==> config.mk <==
export PLATFORM = sky130hd
export DESIGN_NAME = adcif_bus_top
export DESIGN_NICKNAME = d
export VERILOG_FILES = /design/src/rtl/adcif_pkg.sv /design/src/rtl/adcif_cfg_reg.sv /design/src/rtl/adcif_conv_ctrl.sv /design/src/rtl/adcif_conv_model.sv /design/src/rtl/adcif_read_port.sv /design/src/rtl/adcif_bus_top.sv
export SDC_FILE = /design/constraint.sdc
export NUM_CORES = 1
export LEC_CHECK = 0
export BUFFER_PORTS_ARGS = -buffer_cell sky130_fd_sc_hd__buf_2
export CORE_MARGIN = 10
export CORE_UTILIZATION = 40
export DETAILED_ROUTE_END_ITERATION = 7
export SLEW_MARGIN = 20
export SYNTH_ARGS = -nofsm -noshare
export SYNTH_HDL_FRONTEND = slang
export SYNTH_SLANG_ARGS = --single-unit
==> constraint.sdc <==
create_clock -name clk -period 6.25 [get_ports clk]
set_clock_uncertainty 0.05 [all_clocks]
set_input_delay 0.9375 -clock clk [delete_from_list [all_inputs] [get_ports clk]]
set_output_delay 0.9375 -clock clk [all_outputs]
set_load 0.05 [all_outputs]
==> src/rtl/adcif_pkg.sv <==
package adcif_pkg;

    localparam int SAMPLE_W = 16;
    localparam int CFG_W    = 4;
    localparam int MSB      = SAMPLE_W - 1;

    typedef logic [SAMPLE_W-1:0] sample_t;

    typedef enum logic [1:0] {
        CV_IDLE = 2'd0,
        CV_ACQ  = 2'd1,
        CV_CONV = 2'd2
    } conv_state_e;

    // Bit order follows the setup word on the bus: [3] ref, [2] fmt, [1] rsvd, [0] mode
    typedef struct packed {
        logic ref_ext;
        logic twos;
        logic rsvd;
        logic auto_acq;
    } cfg_t;

    // Offset binary to two's complement is a flip of the sign position
    function automatic sample_t present_code(input sample_t raw, input logic twos);
        sample_t r;
        r = raw;
        if (twos) begin
            r[MSB] = ~raw[MSB];
        end
        return r;
    endfunction

    // Deterministic code pattern of the behavioural converter stand-in
    function automatic sample_t stub_code(input sample_t n, input int unsigned c);
        logic [31:0] t;
        t = 32'(n) * 32'h1357 + 32'(c) * 32'h0F0F + 32'h7F00;
        return t[SAMPLE_W-1:0];
    endfunction

endpackage

==> src/rtl/adcif_cfg_reg.sv <==
module adcif_cfg_reg
    import adcif_pkg::*;
(
    input  logic             clk,
    input  logic             rst,
    input  logic             cs_n,
    input  logic             wr_n,
    input  logic [CFG_W-1:0] cfg_d,
    output cfg_t             cfg_q
);

    logic wr_n_q;
    logic capture;

    assign capture = !cs_n && wr_n && !wr_n_q;

    always_ff @(posedge clk) begin
        if (rst) begin
            wr_n_q <= 1'b1;
            cfg_q  <= '0;
        end else begin
            wr_n_q <= wr_n;
            if (capture) begin
                cfg_q.ref_ext  <= cfg_d[3];
                cfg_q.twos     <= cfg_d[2];
                cfg_q.rsvd     <= 1'b0;
                cfg_q.auto_acq <= cfg_d[0];
            end
        end
    end

    // the setup word only ever changes right after a selected write rise
    p_cfg_hold_r2: assert property (@(posedge clk) disable iff (rst)
        !$stable(cfg_q) |-> ($past(!cs_n) && $past(wr_n) && !$past(wr_n_q)));

endmodule

==> src/rtl/adcif_conv_ctrl.sv <==
module adcif_conv_ctrl
    import adcif_pkg::*;
(
    input  logic        clk,
    input  logic        rst,
    input  logic        cnvst_n,
    input  logic        auto_acq,
    input  logic        conv_done,
    input  logic        rd_fall,
    output logic        conv_start,
    output logic        eoc_n,
    output conv_state_e state_o
);

    conv_state_e state_q, state_d;
    logic        cnv_q;
    logic        cnv_rise;
    logic        eoc_q;

    assign cnv_rise   = cnvst_n && !cnv_q;
    assign conv_start = (state_q == CV_ACQ) && cnv_rise;

    always_comb begin
        state_d = state_q;
        unique case (state_q)
            CV_IDLE: if (auto_acq || !cnvst_n) state_d = CV_ACQ;
            CV_ACQ:  if (cnv_rise)             state_d = CV_CONV;
            CV_CONV: if (conv_done)            state_d = auto_acq ? CV_ACQ : CV_IDLE;
            default:                           state_d = CV_IDLE;
        endcase
    end

    always_ff @(posedge clk) begin
        if (rst) begin
            state_q <= CV_IDLE;
            cnv_q   <= 1'b1;
            eoc_q   <= 1'b1;
        end else begin
            state_q <= state_d;
            cnv_q   <= cnvst_n;
            if (conv_done) begin
                eoc_q <= 1'b0;
            end else if (conv_start || rd_fall) begin
                eoc_q <= 1'b1;
            end
        end
    end

    assign eoc_n   = eoc_q;
    assign state_o = state_q;

endmodule

==> src/rtl/adcif_conv_model.sv <==
module adcif_conv_model
    import adcif_pkg::*;
#(
    parameter int NCH      = 8,
    parameter int CONV_CYC = 12
) (
    input  logic                           clk,
    input  logic                           rst,
    input  logic                           start,
    output logic                           busy,
    output logic                           done,
    output logic [NCH-1:0][SAMPLE_W-1:0]   codes
);

    localparam int CW = $clog2(CONV_CYC + 1);

    logic [CW-1:0] cnt_q;
    sample_t       idx_q;

    always_ff @(posedge clk) begin
        if (rst) begin
            busy  <= 1'b0;
            cnt_q <= '0;
            idx_q <= '0;
        end else if (start) begin
            busy  <= 1'b1;
            cnt_q <= CW'(CONV_CYC - 1);
        end else if (busy) begin
            if (cnt_q == '0) begin
                busy  <= 1'b0;
                idx_q <= idx_q + 1'b1;
            end else begin
                cnt_q <= cnt_q - 1'b1;
            end
        end
    end

    assign done = busy && (cnt_q == '0);

    for (genvar g = 0; g < NCH; g++) begin : g_ch
        assign codes[g] = stub_code(idx_q, g);
    end

endmodule

==> src/rtl/adcif_read_port.sv <==
module adcif_read_port
    import adcif_pkg::*;
#(
    parameter int NCH = 8
) (
    input  logic                         clk,
    input  logic                         rst,
    input  logic                         cs_n,
    input  logic                         rd_n,
    input  logic                         conv_start,
    input  logic                         conv_done,
    input  logic                         twos_cfg,
    input  logic [NCH-1:0][SAMPLE_W-1:0] codes,
    output sample_t                      dq_o,
    output logic                         dq_oe,
    output logic                         rd_fall
);

    localparam int PW = (NCH > 1) ? $clog2(NCH) : 1;
    localparam logic [PW-1:0] LAST = PW'(NCH - 1);

    logic                         rd_n_q;
    logic [PW-1:0]                ptr_q, hold_q, out_idx;
    logic [NCH-1:0][SAMPLE_W-1:0] res_q;
    logic                         fmt_pend_q, fmt_res_q;

    assign rd_fall = !cs_n && !rd_n && rd_n_q;
    assign dq_oe   = !cs_n && !rd_n;
    assign out_idx = rd_fall ? ptr_q : hold_q;
    assign dq_o    = present_code(res_q[out_idx], fmt_res_q);

    always_ff @(posedge clk) begin
        if (rst) begin
            rd_n_q     <= 1'b1;
            ptr_q      <= '0;
            hold_q     <= '0;
            res_q      <= '0;
            fmt_pend_q <= 1'b0;
            fmt_res_q  <= 1'b0;
        end else begin
            rd_n_q <= rd_n;
            if (rd_fall) begin
                hold_q <= ptr_q;
                ptr_q  <= (ptr_q == LAST) ? '0 : ptr_q + 1'b1;
            end
            if (conv_start) begin
                ptr_q      <= '0;
                fmt_pend_q <= twos_cfg;
            end
            if (conv_done) begin
                res_q     <= codes;
                fmt_res_q <= fmt_pend_q;
            end
        end
    end

endmodule

==> src/rtl/adcif_bus_top.sv <==
module adcif_bus_top
    import adcif_pkg::*;
#(
    parameter int NCH      = 8,
    parameter int CONV_CYC = 12
) (
    input  logic                clk,
    input  logic                rst,
    input  logic                cs_n,
    input  logic                wr_n,
    input  logic                rd_n,
    input  logic                cnvst_n,
    input  logic [SAMPLE_W-1:0] dq_i,
    output logic [SAMPLE_W-1:0] dq_o,
    output logic                dq_oe,
    output logic                eoc_n,
    output logic                ref_ext
);

    cfg_t                         cfg;
    conv_state_e                  state;
    logic                         conv_start, conv_done, model_busy, rd_fall;
    logic [NCH-1:0][SAMPLE_W-1:0] codes;
    logic                         bus_hi_unused;

    assign bus_hi_unused = ^dq_i[SAMPLE_W-1:CFG_W];

    adcif_cfg_reg u_cfg (
        .clk   (clk),
        .rst   (rst),
        .cs_n  (cs_n),
        .wr_n  (wr_n),
        .cfg_d (dq_i[CFG_W-1:0]),
        .cfg_q (cfg)
    );

    adcif_conv_ctrl u_ctrl (
        .clk        (clk),
        .rst        (rst),
        .cnvst_n    (cnvst_n),
        .auto_acq   (cfg.auto_acq),
        .conv_done  (conv_done),
        .rd_fall    (rd_fall),
        .conv_start (conv_start),
        .eoc_n      (eoc_n),
        .state_o    (state)
    );

    adcif_conv_model #(.NCH(NCH), .CONV_CYC(CONV_CYC)) u_model (
        .clk   (clk),
        .rst   (rst),
        .start (conv_start),
        .busy  (model_busy),
        .done  (conv_done),
        .codes (codes)
    );

    adcif_read_port #(.NCH(NCH)) u_rd (
        .clk        (clk),
        .rst        (rst),
        .cs_n       (cs_n),
        .rd_n       (rd_n),
        .conv_start (conv_start),
        .conv_done  (conv_done),
        .twos_cfg   (cfg.twos),
        .codes      (codes),
        .dq_o       (dq_o),
        .dq_oe      (dq_oe),
        .rd_fall    (rd_fall)
    );

    assign ref_ext = cfg.ref_ext;

    // completion only comes from a conversion in progress
    p_done_in_conv_r8: assert property (@(posedge clk) disable iff (rst)
        conv_done |-> (state == CV_CONV));

    // the flag falls only after the stand-in finished
    p_eoc_fall_r8: assert property (@(posedge clk) disable iff (rst)
        $fell(eoc_n) |-> $past(conv_done));

    // the flag rises only after a read edge or a new start
    p_eoc_rise_r8: assert property (@(posedge clk) disable iff (rst)
        $rose(eoc_n) |-> ($past(rd_fall) || $past(conv_start)));

    // a start never reaches the stand-in while it is still converting
    p_no_restart_r10: assert property (@(posedge clk) disable iff (rst)
        conv_start |-> !model_busy);

    // the reserved position of the stored setup word is never set
    p_rsvd_r3: assert property (@(posedge clk) disable iff (rst)
        $changed(cfg) |-> !cfg.rsvd);

endmodule

* Word-level counts from Yosys, hierarchy flattened
Index checks and enable logic that the tools add are counted.
** Operators by class
- $add $sub $neg :: 18
- Multiply operators :: 1
- Magnitude comparators :: 1
- Eq/ne operators :: 7
- Muxes and demuxes :: 18
- Bitwise gates (word level) :: 3
- Reduce and logical (&&, ||, !) cells :: 23
** Operators by type and width (count)
- $add A16 B15 Y16 const B :: 11
- $bmux W16 S3 :: 1
- $add A16 B14 Y16 const B :: 2
- $add A16 B1 Y16 const B :: 1
- $add A16 B12 Y16 const B :: 1
- $add A16 B13 Y16 const B :: 1
- $mul A16 B13 Y16 const B :: 1
- $mux W16 :: 1
- $mux W4 :: 3
- $logic_and A1 B1 Y1 :: 7
- $mux W1 :: 7
- $mux W2 :: 3
- $mux W3 :: 2
- $pmux W2 S3 :: 1
- $reduce_and A3 Y1 :: 2
- $logic_not A1 Y1 :: 5
- $logic_not A4 Y1 :: 1
- $lt A3 B4 Y1 const B :: 1
- $ne A2 B1 Y1 const B :: 2
- $ne A2 B2 Y1 const B :: 2
- $reduce_and A2 Y1 :: 2
- $reduce_bool A2 Y1 :: 2
- $sub A4 B1 Y4 const B :: 1
- $add A3 B1 Y3 const B :: 1
- other kinds (7) :: 10
** Word-level totals
- Register bits :: 166
- Input port bits :: 22
- Output and inout bits :: 19
- Logic and storage cells :: 95

* Depth between registers and ports, before layout
- Depth after elaboration :: 8
- Gate-level depth with buffers :: 20
- Gate-level depth less buffers :: 18

* Cells and area by module
From an unflattened synthesis, not the netlist that was laid out.
** Unflattened totals
- Cells, all modules :: 1321
- Area, all modules :: 11736.3 sq um
** Modules (own cells, without submodules)
- adcif_read_port :: instances 1, cells an instance 628, area an instance 5948.2 sq um, seq. area each 2742.6 sq um
- adcif_conv_model :: instances 1, cells an instance 661, area an instance 5446.5 sq um, seq. area each 420.4 sq um
- adcif_cfg_reg :: instances 1, cells an instance 17, area an instance 183.9 sq um, seq. area each 80.1 sq um
- adcif_conv_ctrl :: instances 1, cells an instance 15, area an instance 157.7 sq um, seq. area each 80.1 sq um

* Least setup slack after synthesis
No wires, ideal clock.
- Kind :: flip-flop to flip-flop
- Start point :: register u_model.idx_q[0]
- End point :: register u_rd.res_q[123] (netlist name)
- Setup time :: 0.086 ns
- Arrival time :: 4.966 ns
- Data required time :: 6.114 ns
- Slack :: 1.148 ns
- Cell stages (with the launch flop) :: 20
- Path buffers :: 3
- Clock period less this slack :: 5.102 ns
- Cell sequence :: dfxtp_1 ha_1 inv_1 fa_1 inv_1 ha_1 fa_1 inv_1 fa_1 inv_1 ha_1 clkbuf_1 a211o_1 or3b_1 o221ai_1 buf_2 buf_2 and4_1 nor2_1 a211oi_1
** On the way
- Cells in the longest elaborated chain, start to end :: 3
** RTL lines
- from (decl) :: RTL line adcif_conv_model.sv:18 : sample_t idx_q;
- from (signal assigned) :: RTL line adcif_conv_model.sv:31 : idx_q <= idx_q + 1'b1;
- $mul A16 B13 Y16 :: RTL line adcif_pkg.sv:36 : t = 32'(n) * 32'h1357 + 32'(c) * 32'h0F0F + 32'h7F00;
- $add A16 B15 Y16 (2 in series) :: RTL line adcif_pkg.sv:36
- to (signal assigned) :: RTL line adcif_read_port.sv:51 : res_q <= codes;
- to (decl) :: RTL line adcif_read_port.sv:24 : logic [NCH-1:0][SAMPLE_W-1:0] res_q;
No other way between the ends.
A chain may end at the register's enable or synchronous reset.

* Final worst setup path
- Start point :: register u_model.idx_q[3]
- End point :: register u_rd.res_q[93] (netlist name)
Same word-level chain as after synthesis.

==> reports/results.tsv <==
stage	metric	value	unit
yosys	proportion of synthesized area in mux cells	0.0863	
pwr	Peak VDD IR	0.170	mV
yosys	Synth top area share	0.293	
yosys	synthesized netlist cell count	1220	
yosys	simple logic cell fraction of the synthesized area	0.151	
yosys	Top FF cell, synth	dfxtp_1	
route	number of remaining DRC errors	0	
global_route	number of global-route vias before repair	8027	
min_path	hold path start	u_rd.res_q[63]$_SDFFE_PP0P_	
clock_network	Hold-fix buffers, CTS	0	
clock_network	CTS tree	yes	
pwr	Leakage	4.86	nW
clock_network	setup bufs post-CTS	0	
setup_path	Register-to-Register Path Depth	18	
global_route	gr usage total	0.155	
setup_path	kind of critical path	reg -> reg	
route	Initial DRC Count	570	
yosys	Yosys reg bits	156	
route	routed wire length	25.6	mm
placement	port bufs	27	
yosys	syn_nets	1361	
route	vias per cell	5.27	
clock_network	number of CTS-inserted buffers	17	
placement	# placed instances	1532	
global_route	global-route wire length before repair	42.8	mm
yosys	synthesized area per cell	8.75	um2
timing	RSZ-0062 raised after global routing	false	
yosys	Synth cell types	75	
route	first drt pass iteration count	7	
min_path	Hold EP	u_rd.res_q[63]$_SDFFE_PP0P_	
setup_path	CP Capture Type	register	
floorplan	die height	183	um
setup_path	Setup crit start kind	register	
yosys	synthesized area	10700	um2
yosys	area leader, netlist	dfxtp_1	
placement	Final HPWL DP	18.2	mm
clock_network	clock latency on the worst-skew pair	430	ps
clock_network	Post-CTS Resized	0	
timing	Tcrit/Tclk final	0.911	
final_layout	P&R area growth vs syn	10.1	%
yosys	Synth warnings	0	
pwr	Power Total	2.22	mW
timing	fin crit period	5690	ps
timing	Final Hold Fails	0	
setup_path	Max FO, Critical Path	17	
final_layout	commonest non-fill, non-tap cell in the layout	dfxtp_1	
setup_path	worst r2r src	u_model.idx_q[3]$_SDFFE_PP0P_	
setup_path	FF-to-FF setup slack	560	ps
global_route	GRT Residual Overflow	0	
global_route	antenna violations before repair	0	
yosys	Compound-Gate Fraction of Synth Area	0.137	
min_path	hold depth	2	
timing	Rel. slew slack	0.412	
min_path	Min-Delay Path Class	reg -> reg	
route	wire length per cell	16.4	um
setup_path	crit path DAT	5990	ps
timing	f_max	176	MHz
timing	Fin Setup TNS	0	ps
clock_network	H-tree Lvls	4	
final_layout	fin nets	1357	
clock_network	Max Root-Sink Buffers	2	
timing	final number of setup-violating endpoints	0	
job	max cap viols	0	
yosys	number of synthesized flops with an enable pin	0	
final_layout	diodes inserted	0	
floorplan	IO Pins	41	
floorplan	num rows	59	
setup_path	Worst Setup SP	u_model.idx_q[3]$_SDFFE_PP0P_	
placement	gpl congestion	0.847	
global_route	largest net degree at the start of global routing	81	
yosys	largest family of logic cells by synthesized area	adder cells	
timing	Slew @ Worst Pin	883	ps
yosys	Synth area leaders	dfxtp_1 29%, ha_1 9.3%, fa_1 7.5%, xnor2_1 7.4%, mux4_2 6.1%	
yosys	post-synthesis xor/xnor area fraction	0.0965	
route	post-route ant nets	0	
floorplan	core area	26100	um2
yosys	ys async rst share	0	
yosys	Synth Area in Adders	0.168	
clock_network	Sink Count	156	
run_status	status	completed	
final_layout	layout cells sized above 1	0.125	
final_layout	most frequent cells in the layout	156 x dfxtp_1, 138 x nand2_1, 113 x nor2_1	
setup_path	reg-to-reg endpoint	u_rd.res_q[93]$_SDFFE_PP0P_	
floorplan	Die X	183	um
final_layout	Final Non-Filler Cells	1563	
setup_path	Required @ worst endpoint	6550	ps
pwr	power per cell area	189	nW/um2
yosys	register area share after synthesis	0.293	
route	DR vias	8232	
floorplan	die area	33600	um2
timing	Slew Viols, Final	0	
clock_network	CTS root buf	clkbuf_16	
clock_network	clock slew at reported path FFs	70	ps
floorplan	Initial Util	0.408	
cell usage after synthesis, drive strengths merged (3+ instances only):
master  count
dfxtp     156
nand2     140
nor2      114
inv       112
xnor2      92
a21oi      91
ha         79
clkbuf     56
a211oi     41
fa         40
o21ai      36
mux4       29
xor2       23
buf        21
nand3      18
nor3       15
mux2       14
mux2i      11
a21o        9
a31oi       8
and3        8
nand2b      8
nor3b       7
or2         7
nand4       6
or3         6
a211o       5
a311oi      5
nand3b      5
nor4        5
and2        4
nor2b       4
o21a        4
o21bai      4
a21boi      3
and4        3
o22ai       3
o31ai       3
where the power goes:
| part | switching [mW] | internal (mW) | leakage, nW | total, mW |
|---|---|---|---|---|
| Sequential | 0.00791 | 1.01 | 1.26 | 1.02 |
| Clock | 0.453 | 0.632 | 0.286 | 1.09 |
| Combinational | 0.0768 | 0.0411 | 3.32 | 0.118 |
per-layer routing:
layer	track usage	vias to the layer above	wire, um
met3	0.0261	18	915
met5	0	-	0
met4	0.0403	0	295
li1	-	4123	-
met1	0.215	3954	12500
met2	0.246	137	11800
metrics by stage:
stage | hold slack (ps) | worst slack, ps | cell area (um2) | util
3_5_place_dp | 390 | 628 | 11200 | 0.427
3_3_place_gp | 382 | 648 | 11200 | 0.427
2_1_floorplan | 370 | 1150 | 10700 | -
4_1_cts | 400 | 596 | 11800 | 0.450
6_report | 399 | 558 | 11800 | 0.450
5_1_grt | 410 | 115 | 11800 | 0.450
sequential cells by signal, indices dropped and copies added, names as in the netlist, 2 cells and up:
| register | cells |
|---|---|
| u_ctrl.state_o | 2 |
| u_cfg.cfg_q | 3 |
| u_rd.hold_q | 3 |
| u_rd.ptr_q | 3 |
| u_rd.res_q | 118 |
| u_model.cnt_q | 4 |
| u_model.idx_q | 16 |
cells by family after synthesis:
| kind of cell | Yosys count |
|---|---|
| DFF | 156 |
| buffers and inverters | 189 |
| adders and majority gates | 119 |
| muxes | 54 |
| and+or+nand+nor | 357 |
| xor gates and xnor gates | 115 |
| AOI/OAI and AO/OA | 230 |
how the worst max path moves through the flow:
stage	to	cells after the start
global route	u_rd.res_q[93]$_SDFFE_PP0P_	18
finish	u_rd.res_q[93]$_SDFFE_PP0P_	18
floorplan	u_rd.res_q[123]$_SDFFE_PP0P_	19
global placement	u_rd.res_q[93]$_SDFFE_PP0P_	18
detailed placement	u_rd.res_q[95]$_SDFFE_PP0P_	18
CTS	u_rd.res_q[93]$_SDFFE_PP0P_	18
worst max-delay path, stage by stage, from the launching register on:
cell and delay (ps):
dfxtp_1 550, ha_1 270, inv_1 120, fa_1 530, inv_1 50, ha_1 290, ha_1 280, inv_1 50
fa_1 520, inv_1 40, ha_1 360, o21a_1 260, a2111oi_0 550, or3_1 610, a31oi_1 210, o21bai_1 330
nand2_1 110, xnor2_1 190, a211oi_1 240
area by class of cell:
| type | instances | area [um2] |
|---|---|---|
| Clock buffer | 19 | 433 |
| Clock inverter | 12 | 161 |
| Fill cell | 2567 | 14400 |
| Inverter | 112 | 420 |
| Multi-Input combinational cell | 875 | 6850 |
| Sequential cell | 156 | 3120 |
| Tap cell | 335 | 419 |
| Timing Repair Buffer | 54 | 340 |
No activity file was read; power rests on OpenSTA's default activity.
